==> config.mk <==
export PLATFORM = sky130hd
export DESIGN_NAME = mem_order_buf
export DESIGN_NICKNAME = d
export VERILOG_FILES = /design/src/rtl/mob_pkg.sv /design/src/rtl/mob_slots.sv /design/src/rtl/mob_fwd_search.sv /design/src/rtl/mob_viol_search.sv /design/src/rtl/mem_order_buf.sv
export SDC_FILE = /design/constraint.sdc
export NUM_CORES = 2
export LEC_CHECK = 0
export BUFFER_PORTS_ARGS = -buffer_cell sky130_fd_sc_hd__buf_2
export CAP_MARGIN = 10
export CORE_AREA = 2 2 275 277
export DETAILED_ROUTE_END_ITERATION = 6
export DIE_AREA = 0 0 277 279
export PLACE_DENSITY = 0.68
export SYNTH_ARGS = -nofsm -noshare
export SYNTH_HDL_FRONTEND = slang
export SYNTH_SLANG_ARGS = --single-unit
==> constraint.sdc <==
create_clock -name clk -period 14.8 [get_ports clk]
set_input_delay 0.74 -clock clk [delete_from_list [all_inputs] [get_ports clk]]
set_output_delay 0.74 -clock clk [all_outputs]
set_load 0.005 [all_outputs]
==> src/rtl/mob_pkg.sv <==
package mob_pkg;

  typedef enum logic [1:0] {
    RSP_MEM = 2'd0,
    RSP_FWD = 2'd1,
    RSP_TAG = 2'd2
  } rsp_kind_e;

  // Response class from the search outcome.
  function automatic rsp_kind_e pick_kind(input logic hit, input logic data_ok);
    if (!hit)        return RSP_MEM;
    else if (data_ok) return RSP_FWD;
    else             return RSP_TAG;
  endfunction

endpackage

==> src/rtl/mob_slots.sv <==
module mob_slots #(
  parameter int DEPTH  = 8,
  parameter int ADDR_W = 16,
  parameter int DATA_W = 32,
  parameter int TAG_W  = 6,
  localparam int IDX_W = $clog2(DEPTH)
) (
  input  logic              clk,
  input  logic              rst_n,
  input  logic              alloc_we,
  input  logic [IDX_W-1:0]  alloc_at,
  input  logic              alloc_store,
  input  logic [TAG_W-1:0]  alloc_tag,
  input  logic              addr_we,
  input  logic [IDX_W-1:0]  addr_at,
  input  logic [ADDR_W-1:0] addr_val,
  input  logic              data_we,
  input  logic [IDX_W-1:0]  data_at,
  input  logic [DATA_W-1:0] data_val,
  input  logic [DEPTH-1:0]  kill,
  output logic              ent_valid [DEPTH],
  output logic              ent_store [DEPTH],
  output logic              ent_aok   [DEPTH],
  output logic [ADDR_W-1:0] ent_addr  [DEPTH],
  output logic              ent_dok   [DEPTH],
  output logic [DATA_W-1:0] ent_data  [DEPTH],
  output logic [TAG_W-1:0]  ent_tag   [DEPTH]
);

  always_ff @(posedge clk) begin
    if (!rst_n) begin
      for (int i = 0; i < DEPTH; i++) begin
        ent_valid[i] <= 1'b0;
        ent_store[i] <= 1'b0;
        ent_aok[i]   <= 1'b0;
        ent_addr[i]  <= '0;
        ent_dok[i]   <= 1'b0;
        ent_data[i]  <= '0;
        ent_tag[i]   <= '0;
      end
    end else begin
      for (int i = 0; i < DEPTH; i++) begin
        if (kill[i]) ent_valid[i] <= 1'b0;
      end
      if (addr_we) begin
        ent_addr[addr_at] <= addr_val;
        ent_aok[addr_at]  <= 1'b1;
      end
      if (data_we) begin
        ent_data[data_at] <= data_val;
        ent_dok[data_at]  <= 1'b1;
      end
      if (alloc_we) begin
        ent_valid[alloc_at] <= 1'b1;
        ent_store[alloc_at] <= alloc_store;
        ent_tag[alloc_at]   <= alloc_tag;
        ent_aok[alloc_at]   <= 1'b0;
        ent_dok[alloc_at]   <= 1'b0;
      end
    end
  end

  // allocation only lands on a free slot
  p_alloc_free_r2: assert property (@(posedge clk) disable iff (!rst_n)
    alloc_we |-> !ent_valid[alloc_at]);

endmodule

==> src/rtl/mob_fwd_search.sv <==
module mob_fwd_search #(
  parameter int DEPTH  = 8,
  parameter int ADDR_W = 16,
  parameter int DATA_W = 32,
  parameter int TAG_W  = 6,
  localparam int IDX_W = $clog2(DEPTH)
) (
  input  logic              ent_valid [DEPTH],
  input  logic              ent_store [DEPTH],
  input  logic              ent_aok   [DEPTH],
  input  logic [ADDR_W-1:0] ent_addr  [DEPTH],
  input  logic              ent_dok   [DEPTH],
  input  logic [DATA_W-1:0] ent_data  [DEPTH],
  input  logic [TAG_W-1:0]  ent_tag   [DEPTH],
  input  logic [IDX_W-1:0]  head_idx,
  input  logic [IDX_W-1:0]  ld_idx,
  input  logic [ADDR_W-1:0] ld_addr,
  input  logic              byp_valid,
  input  logic [IDX_W-1:0]  byp_idx,
  input  logic [DATA_W-1:0] byp_data,
  output logic              hit,
  output logic              hit_dok,
  output logic [DATA_W-1:0] hit_data,
  output logic [TAG_W-1:0]  hit_tag
);

  logic [IDX_W-1:0] ring_idx [DEPTH];
  logic [IDX_W-1:0] ld_age;
  logic [IDX_W-1:0] sel;
  logic             byp_hit;

  for (genvar k = 0; k < DEPTH; k++) begin : g_ring
    assign ring_idx[k] = head_idx + IDX_W'(k);
  end

  assign ld_age = ld_idx - head_idx;

  // Walk oldest to youngest among slots older than the load; the last match wins.
  always_comb begin
    hit = 1'b0;
    sel = '0;
    for (int k = 0; k < DEPTH; k++) begin
      if (IDX_W'(k) < ld_age && ent_valid[ring_idx[k]] && ent_store[ring_idx[k]] &&
          ent_aok[ring_idx[k]] && ent_addr[ring_idx[k]] == ld_addr) begin
        hit = 1'b1;
        sel = ring_idx[k];
      end
    end
  end

  assign byp_hit  = hit && byp_valid && byp_idx == sel;
  assign hit_dok  = byp_hit || ent_dok[sel];
  assign hit_data = byp_hit ? byp_data : ent_data[sel];
  assign hit_tag  = ent_tag[sel];

endmodule

==> src/rtl/mob_viol_search.sv <==
module mob_viol_search #(
  parameter int DEPTH  = 8,
  parameter int ADDR_W = 16,
  localparam int IDX_W = $clog2(DEPTH)
) (
  input  logic              ent_valid [DEPTH],
  input  logic              ent_store [DEPTH],
  input  logic              ent_aok   [DEPTH],
  input  logic [ADDR_W-1:0] ent_addr  [DEPTH],
  input  logic [IDX_W-1:0]  head_idx,
  input  logic [IDX_W-1:0]  st_idx,
  input  logic [ADDR_W-1:0] st_addr,
  output logic              viol,
  output logic [IDX_W-1:0]  victim
);

  logic [IDX_W-1:0] ring_idx [DEPTH];
  logic [IDX_W-1:0] st_age;

  for (genvar k = 0; k < DEPTH; k++) begin : g_ring
    assign ring_idx[k] = head_idx + IDX_W'(k);
  end

  assign st_age = st_idx - head_idx;

  // Walk youngest to oldest among younger loads; the last match is the oldest.
  always_comb begin
    viol   = 1'b0;
    victim = '0;
    for (int k = DEPTH - 1; k >= 0; k--) begin
      if (IDX_W'(k) > st_age && ent_valid[ring_idx[k]] && !ent_store[ring_idx[k]] &&
          ent_aok[ring_idx[k]] && ent_addr[ring_idx[k]] == st_addr) begin
        viol   = 1'b1;
        victim = ring_idx[k];
      end
    end
  end

endmodule

==> src/rtl/mem_order_buf.sv <==
module mem_order_buf #(
  parameter int DEPTH  = 8,
  parameter int ADDR_W = 16,
  parameter int DATA_W = 32,
  parameter int TAG_W  = 6,
  localparam int IDX_W = $clog2(DEPTH)
) (
  input  logic              clk,
  input  logic              rst_n,
  input  logic              alloc_valid,
  input  logic              alloc_is_store,
  input  logic [TAG_W-1:0]  alloc_tag,
  output logic              alloc_ready,
  output logic [IDX_W-1:0]  alloc_idx,
  input  logic              res_valid,
  input  logic [IDX_W-1:0]  res_idx,
  input  logic [ADDR_W-1:0] res_addr,
  input  logic              sdata_valid,
  input  logic [IDX_W-1:0]  sdata_idx,
  input  logic [DATA_W-1:0] sdata_value,
  input  logic              retire_valid,
  output logic              lrsp_valid,
  output logic [IDX_W-1:0]  lrsp_idx,
  output logic [1:0]        lrsp_kind,
  output logic [DATA_W-1:0] lrsp_data,
  output logic [TAG_W-1:0]  lrsp_tag,
  output logic              flush_valid,
  output logic [IDX_W-1:0]  flush_idx
);
  import mob_pkg::*;

  localparam int PTR_W = IDX_W + 1;

  logic [PTR_W-1:0] head_q, tail_q;
  logic [PTR_W-1:0] occ;
  logic [IDX_W-1:0] head_idx;

  logic              ent_valid [DEPTH];
  logic              ent_store [DEPTH];
  logic              ent_aok   [DEPTH];
  logic [ADDR_W-1:0] ent_addr  [DEPTH];
  logic              ent_dok   [DEPTH];
  logic [DATA_W-1:0] ent_data  [DEPTH];
  logic [TAG_W-1:0]  ent_tag   [DEPTH];

  // Named internal events
  logic             full, empty;
  logic             res_load, res_store;
  logic             alloc_fire, retire_fire, viol_now;
  logic             viol_hit;
  logic [IDX_W-1:0] victim_idx, victim_age;
  logic             fwd_hit, fwd_dok;
  logic [DATA_W-1:0] fwd_data;
  logic [TAG_W-1:0] fwd_tag;
  logic [DEPTH-1:0] kill;
  rsp_kind_e        kind_now;

  assign occ      = tail_q - head_q;
  assign head_idx = head_q[IDX_W-1:0];
  assign full     = occ == PTR_W'(DEPTH);
  assign empty    = occ == '0;

  assign res_load  = res_valid && ent_valid[res_idx] && !ent_store[res_idx];
  assign res_store = res_valid && ent_valid[res_idx] &&  ent_store[res_idx];
  assign viol_now  = res_store && viol_hit;

  assign alloc_ready = !full && !viol_now;
  assign alloc_idx   = tail_q[IDX_W-1:0];
  assign alloc_fire  = alloc_valid && alloc_ready;
  assign retire_fire = retire_valid && !empty;
  assign victim_age  = victim_idx - head_idx;

  for (genvar i = 0; i < DEPTH; i++) begin : g_kill
    assign kill[i] = (retire_fire && head_idx == IDX_W'(i)) ||
                     (viol_now && (IDX_W'(i) - head_idx) >= victim_age);
  end

  mob_slots #(.DEPTH(DEPTH), .ADDR_W(ADDR_W), .DATA_W(DATA_W), .TAG_W(TAG_W)) u_slots (
    .clk(clk), .rst_n(rst_n),
    .alloc_we(alloc_fire), .alloc_at(alloc_idx), .alloc_store(alloc_is_store), .alloc_tag(alloc_tag),
    .addr_we(res_valid), .addr_at(res_idx), .addr_val(res_addr),
    .data_we(sdata_valid), .data_at(sdata_idx), .data_val(sdata_value),
    .kill(kill),
    .ent_valid(ent_valid), .ent_store(ent_store), .ent_aok(ent_aok), .ent_addr(ent_addr),
    .ent_dok(ent_dok), .ent_data(ent_data), .ent_tag(ent_tag)
  );

  mob_fwd_search #(.DEPTH(DEPTH), .ADDR_W(ADDR_W), .DATA_W(DATA_W), .TAG_W(TAG_W)) u_fwd (
    .ent_valid(ent_valid), .ent_store(ent_store), .ent_aok(ent_aok), .ent_addr(ent_addr),
    .ent_dok(ent_dok), .ent_data(ent_data), .ent_tag(ent_tag),
    .head_idx(head_idx), .ld_idx(res_idx), .ld_addr(res_addr),
    .byp_valid(sdata_valid), .byp_idx(sdata_idx), .byp_data(sdata_value),
    .hit(fwd_hit), .hit_dok(fwd_dok), .hit_data(fwd_data), .hit_tag(fwd_tag)
  );

  mob_viol_search #(.DEPTH(DEPTH), .ADDR_W(ADDR_W)) u_viol (
    .ent_valid(ent_valid), .ent_store(ent_store), .ent_aok(ent_aok), .ent_addr(ent_addr),
    .head_idx(head_idx), .st_idx(res_idx), .st_addr(res_addr),
    .viol(viol_hit), .victim(victim_idx)
  );

  assign kind_now = pick_kind(fwd_hit, fwd_dok);

  always_ff @(posedge clk) begin
    if (!rst_n) begin
      head_q      <= '0;
      tail_q      <= '0;
      lrsp_valid  <= 1'b0;
      lrsp_idx    <= '0;
      lrsp_kind   <= RSP_MEM;
      lrsp_data   <= '0;
      lrsp_tag    <= '0;
      flush_valid <= 1'b0;
      flush_idx   <= '0;
    end else begin
      if (retire_fire) head_q <= head_q + PTR_W'(1);
      if (viol_now)        tail_q <= head_q + {1'b0, victim_age};
      else if (alloc_fire) tail_q <= tail_q + PTR_W'(1);

      lrsp_valid <= res_load;
      lrsp_idx   <= res_idx;
      lrsp_kind  <= kind_now;
      lrsp_data  <= (kind_now == RSP_FWD) ? fwd_data : '0;
      lrsp_tag   <= (kind_now == RSP_TAG) ? fwd_tag  : '0;

      flush_valid <= viol_now;
      flush_idx   <= victim_idx;
    end
  end

  // occupancy never exceeds the depth
  p_no_overflow_r3: assert property (@(posedge clk) disable iff (!rst_n)
    occ <= PTR_W'(DEPTH));

  // a flush request coincides with the tail parked on the flushed load
  p_flush_tail_r10: assert property (@(posedge clk) disable iff (!rst_n)
    flush_valid |-> tail_q[IDX_W-1:0] == flush_idx);

  // every resolving load gets a response on the next cycle
  p_load_rsp_r5: assert property (@(posedge clk) disable iff (!rst_n)
    res_load |=> lrsp_valid);

  // response class is one of the three legal codes
  p_kind_legal_r6: assert property (@(posedge clk) disable iff (!rst_n)
    lrsp_valid |-> lrsp_kind != 2'b11);

  // a retire on an empty buffer leaves the head unchanged
  p_empty_retire_r4: assert property (@(posedge clk) disable iff (!rst_n)
    (retire_valid && empty) |=> head_q == $past(head_q));

endmodule

# Yosys cells after proc, flatten, opt, wreduce, memory -nomap -nowiden
# Index checks and enable logic that the tools add are counted.
# op_classes
addsub,21
order_cmp,39
n_eq_ne,19
muxes,187
n_bitwise,18
reduce_logical,118
# ops
op,count
binary-select mux 16 bit (select 3 bit),8
2-to-1 mux 16 bit,17
bitwise mux 256 bit,1
bitwise mux 128 bit,1
== test 16 bit,8
2-to-1 mux 32 bit,4
binary-select mux 32 bit (select 3 bit),1
demux 32 bit (select 3 bit),1
logical AND 1 bit,92
2-to-1 mux 1 bit,89
binary-select mux 1 bit (select 3 bit),27
2-to-1 mux 8 bit,7
bitwise mux 48 bit,1
demux 16 bit (select 3 bit),1
"greater-or-equal comparator 4 bit, second input constant",12
2-to-1 mux 3 bit,16
inverter 3 -> 4 bit,12
greater-or-equal comparator 3 bit,8
bitwise OR 8 bit,3
binary-select mux 6 bit (select 3 bit),1
demux 6 bit (select 3 bit),1
2-to-1 mux 6 bit,3
bitwise AND 8 bit,2
"adder 3 bit, second input constant",4
34 further kinds,82
# word_totals
regBits,520
inputBits,67
output_inout_bits,52
word_cells,467

# Depth between registers and ports, before layout
# logic_depth
depth_word,25
ltp_mapped,35
ltp_nobuf,25

# By module
# A second synthesis with hierarchy kept.
# hier_totals
hier_cells,3851
hier_area_um2,38787.2
# modules_own_cells
mod,instances,cells_each,area_per_inst_um2,seq_area_each_um2
mob_slots,1,1592,16797.4,9288.9
mob_fwd_search,1,1339,12250.5,0.0
mob_viol_search,1,669,7205.7,0.0
mem_order_buf,1,251,2533.7,1121.1

# Least setup slack after synthesis
# No wires, ideal clock.
# synth_timing
path_type,reg2reg
startpoint,register head_q[0]
endpoint,register tail_q[3]
setup_ps,128
arrival_ps,6886
required_ps,14672
path_slack_ps,7786
path_stages_with_launch,35
path_buffers,11
synth_period_minus_slack_ps,7014
cell_sequence,dfxtp_1 > buf_4 > inv_1 > buf_6 > buf_4 > buf_4 > buf_4 > buf_2 > ha_1 > ha_1 > buf_2 > buf_4 > buf_6 > buf_2 > clkbuf_1 > mux4_2 > mux2i_1 > xnor2_1 > nor4_1 > nand4_1 > nor2_1 > a311o_1 > o211a_1 > a21oi_1 > o21a_1 > fa_1 > xor2_1 > xnor2_1 > inv_1 > ha_1 > a21oi_1 > o21ai_0 > xor2_1 > a21oi_1 > nor2_1
# synth_rtl
item,line_no,source
from (decl),mem_order_buf.sv:34,"logic [PTR_W-1:0] head_q, tail_q;"
from (signal assigned),mem_order_buf.sv:116,if (retire_fire) head_q <= head_q + PTR_W'(1);
to (signal assigned),mem_order_buf.sv:117,"if (viol_now) tail_q <= head_q + {1'b0, victim_age};"
to (signal assigned),mem_order_buf.sv:118,else if (alloc_fire) tail_q <= tail_q + PTR_W'(1);
to (decl),mem_order_buf.sv:34,

==> Implementation_results.wiki <==
{| class="wikitable"
! Metric !! Value
|-
| Outcome || completed
|-
| Worst-case clock buffer depth || 3
|-
| Actual slew at the worst max-slew pin || between 1 and 1.5 ns
|-
| Clk root buf || sky130_fd_sc_hd__clkbuf_16
|-
| Area of the placeable core || 74,070 um2
|-
| Number of placed I/O pins || about 120
|-
| Area delta synth->final || 7.603%
|-
| Unrepaired setup endpoints after global routing || false
|-
| PortBufs || approximately 120
|-
| Number of DRC markers after the initial detailed-route iteration || 3,032
|-
| Final wirelength || 111.4 mm
|-
| Wire length of the first global-routing pass || 168.9 mm
|-
| Horizontal extent of the die || about 280 um
|-
| Overall overflow remaining after global route || 0
|-
| Proportion of synthesized flip-flops having asynchronous set or reset || 0%
|-
| Number of filler cells placed in the layout || 6,952
|-
| CP Class || register to register
|-
| Path category of the worst min-delay check || input port to register
|-
| Initial antenna violation count || 5
|-
| MaxCap Viol Count || 0
|-
| Clock-pin slew of the registers on the worst-case setup and hold paths || approximately 0.060 ns
|-
| Number of rows created at floorplan || 100
|-
| Number of nets in the layout || 3,751
|-
| Number of gates resized after CTS || 0
|-
| Unique cell type count in the Yosys netlist || between 80 and 90
|-
| Leading area contributor after synthesis || sky130_fd_sc_hd__dfxtp_1
|-
| Highest ir drop seen on vdd || roughly 0.11 mV
|-
| Top cells by area in the synthesized netlist || sky130_fd_sc_hd__dfxtp_1, sky130_fd_sc_hd__mux4_2, sky130_fd_sc_hd__mux2i_1
|-
| Share of the cycle needed by the critical path after routing || 60.00%
|-
| Yosys Warn Count || 0
|-
| Residual antenna-violating net count after detailed routing || 0
|-
| Share of layout cells above drive strength 1 || 17.01%
|-
| Worst endpoint data arrival time || ~9.4 ns
|-
| Mapped Nets || ~3,900
|-
| Min Clock Period, post-route || a little under 9 ns
|-
| Effective utilization at floorplan || about 45%
|-
| Mapped Avg Cell Area || a little under 9 um2
|-
| Drt wl/cell || between 20 and 25 um
|-
| Synth Register Bits || 520
|-
| Worst clock skew on the final layout || roughly 0.048 ns
|-
| Instance count of the mapped netlist || about 3,800
|-
| Final routed DRC violation total || 0
|-
| Top FF cell, synth || sky130_fd_sc_hd__dfxtp_1
|-
| Via-to-Cell Ratio || about 6.2
|-
| Post-synthesis sequential area ratio || a little under a third
|-
| Die outline height || between 200 and 300 um
|-
| Die area || ~77,000 um2
|-
| Peak clock frequency supported by timing || about 0.11 GHz
|-
| Total number of vias || 29,080
|-
| Largest net degree at the start of global routing || between 200 and 250
|-
| Endpoints failing hold || 0
|-
| Headroom to the max-slew limit || 15.01%
|-
| Fin util || 48.22%
|-
| Data required, critical path || roughly 15 ns
|-
| Number of clock sinks || 520
|-
| Hold bufs inserted after CTS || 0
|-
| CTS H-tree depth || 2
|-
| Number of buffers created by CTS || 57
|-
| EDFF count, synth || 0
|-
| Number of failing setup endpoints in the final timing report || 0
|-
| Post-detailed-placement half-perimeter wirelength || 71.18 mm
|-
| Number of global-route vias before repair || 27,170
|-
| TritonRoute pass-1 iters || 5
|-
| Weighted congestion reported at the end of routability-driven placement || ~1.1
|-
| Clk_lat worst skew || approximately 0.66 ns
|-
| Gr usage total || 27.85%
|-
| TritonCTS clock tree || built
|-
| Crit start category || register
|-
| Kind of capture point of the worst setup path || register
|-
| Post-CTS Repair Setup Buffers || 0
|-
| Combined area of all synthesized cells || 33,190 um2
|-
| Pwr/cell area || about 130 nW/um2
|-
| Critical path fanouts, max || 49
|-
| Total Negative Setup Slacks || 0 ns
|-
| Number of pins exceeding their max-slew limit in the final report || 0
|-
| Leakage power summed over all cells || roughly 13 nW
|-
| Area share of the largest cell type after synthesis || 31.36%
|}
-- synthesized netlist by cell type (57+ instances only) --
cell,n
sky130_fd_sc_hd__xnor2_1,61
sky130_fd_sc_hd__o21ai_0,74
sky130_fd_sc_hd__mux2i_1,371
sky130_fd_sc_hd__nor2_1,159
sky130_fd_sc_hd__nand2_1,859
sky130_fd_sc_hd__a21oi_1,426
sky130_fd_sc_hd__buf_2,65
sky130_fd_sc_hd__dfxtp_1,520
sky130_fd_sc_hd__mux4_2,173
sky130_fd_sc_hd__mux2_2,132
sky130_fd_sc_hd__xor2_1,57
sky130_fd_sc_hd__clkbuf_1,216
-- kinds of logic (layout without fill, tap and decap cells) --
logic type,count (synthesis),in the layout,share of synthesized area [%]
AND/OR/NAND/NOR,1277,1277,16.75
multiplexers,677,677,27.48
AO/OA/AOI/OAI,777,777,14.28
flip-flops,520,520,31.36
adder cells (fa/ha/maj),30,30,1.184
XOR/XNOR,119,119,3.163
buffers and inverters,390,297,5.779
other,0,5,0
-- per-layer routing --
layer	global-route usage, %	part of all wire [%]
met5	0	0
met1	38.07	42
met3	4.016	8.7
met4	10.51	3.6
met2	44.68	46
-- metrics by stage --
stage | setup slack (ns) | cells | cell area, um2 | total power, mW | hold slack [ns]
5_1_grt | 5.337 | 4668 | 35710 | 4.711 | 0.4003
4_1_cts | 5.984 | 4666 | 35700 | 4.538 | 0.3813
2_1_floorplan | 7.786 | 3790 | 33190 | 2.763 | 0.4329
3_3_place_gp | 6.142 | 4566 | 33770 | 3.061 | 0.4386
3_5_place_dp | 6.022 | 4566 | 33770 | 3.080 | 0.4433
6_report | 5.920 | 4671 | 35720 | 4.549 | 0.4066
-- power breakdown --
part           total (mW)  switching [mW]  internal [mW]
Sequential           1.51          0.0708           1.44
Combinational        1.57           0.934          0.634
Clock                1.47           0.616          0.851
-- flip-flops by register name, indices dropped and copies added (netlist names) --
register / cells
u_slots.ent_dok: 8
lrsp_tag: 6
head_q: 4
u_slots.ent_store: 8
flush_valid: 1
u_slots.ent_tag: 48
flush_idx: 3
lrsp_valid: 1
tail_q: 4
lrsp_kind: 2
u_slots.ent_valid: 8
u_slots.ent_aok: 8
u_slots.ent_data: 256
lrsp_data: 32
u_slots.ent_addr: 128
lrsp_idx: 3
-- layout by cell type, fill, tap and decap left out, drive strengths merged, types with 7 or more instances in the layout --
| master | instances |
|---|---|
| clkbuf | 74 |
| o21ai | 76 |
| mux2 | 132 |
| and2 | 14 |
| a21oi | 426 |
| xnor2 | 62 |
| inv | 29 |
| o2bb2ai | 36 |
| nand4 | 29 |
| ha | 25 |
| mux2i | 371 |
| nor2 | 161 |
| dfxtp | 520 |
| nand2 | 859 |
| o22ai | 56 |
| or4 | 8 |
| and4 | 7 |
| a22o | 15 |
| o211ai | 23 |
| nand3b | 16 |
| buf | 168 |
| o211a | 33 |
| or2 | 8 |
| a21o | 11 |
| nor2b | 16 |
| nor4 | 17 |
| nand2b | 20 |
| a22oi | 40 |
| clkinv | 20 |
| nand3 | 42 |
| nor3 | 21 |
| mux4 | 174 |
| and3 | 23 |
| xor2 | 57 |
| or3 | 10 |
| a221oi | 16 |
-- worst max-delay path, cell delays in order (launching register included) --
cell and delay (ns):
sky130_fd_sc_hd__dfxtp_4 0.64, sky130_fd_sc_hd__clkinv_2 0.74, sky130_fd_sc_hd__ha_4 0.96, sky130_fd_sc_hd__buf_4 0.73, sky130_fd_sc_hd__nor2b_2 0.72, sky130_fd_sc_hd__a22oi_1 0.23, sky130_fd_sc_hd__nand3_1 0.20, sky130_fd_sc_hd__nand3_1 0.12
sky130_fd_sc_hd__nor4_1 0.67, sky130_fd_sc_hd__and4_1 0.42, sky130_fd_sc_hd__nand3_1 0.10, sky130_fd_sc_hd__o31ai_1 0.10, sky130_fd_sc_hd__a311o_1 0.17, sky130_fd_sc_hd__o211a_1 0.14, sky130_fd_sc_hd__a21oi_1 0.04, sky130_fd_sc_hd__o21a_1 0.22
sky130_fd_sc_hd__fa_1 0.46, sky130_fd_sc_hd__xor2_1 0.17, sky130_fd_sc_hd__xnor2_1 0.65, sky130_fd_sc_hd__inv_1 0.16, sky130_fd_sc_hd__ha_1 0.39, sky130_fd_sc_hd__nand2_1 0.07, sky130_fd_sc_hd__o21ai_0 0.24, sky130_fd_sc_hd__xor2_1 0.10
sky130_fd_sc_hd__a21oi_1 0.17, sky130_fd_sc_hd__nor2_1 0.05
-- layout make-up --
type | count | area (um2) | share of cell area, %
clock buffer | 74 | 1560 | 4.369
sequential | 520 | 10420 | 29.18
multi-input combinational | 2880 | 21050 | 58.92
clock inverter | 26 | 367.9 | 1.030
timing repair buffer | 168 | 978.4 | 2.740
inverter | 29 | 117.6 | 0.3293
antenna | 5 | 12.51 | 0.03503
tap | 969 | 1212 | 3.395
-- path summary, 6_finish.rpt --
path / from / end / slack, ns / depth (start not counted)
worst max register to register: head_q[0]$_SDFFE_PN0P_ / tail_q[3]$_SDFFE_PN0P_ / 5.92 / 25
worst min-delay path: sdata_value[11] / u_slots.ent_data[203]$_SDFFE_PN0P_ / 0.41 / 3
worst max-delay path: head_q[0]$_SDFFE_PN0P_ / tail_q[3]$_SDFFE_PN0P_ / 5.92 / 25
worst min register to register: u_slots.ent_data[255]$_SDFFE_PN0P_ / u_slots.ent_data[255]$_SDFFE_PN0P_ / 0.45 / 2
Power figures use the tool's default switching activity.
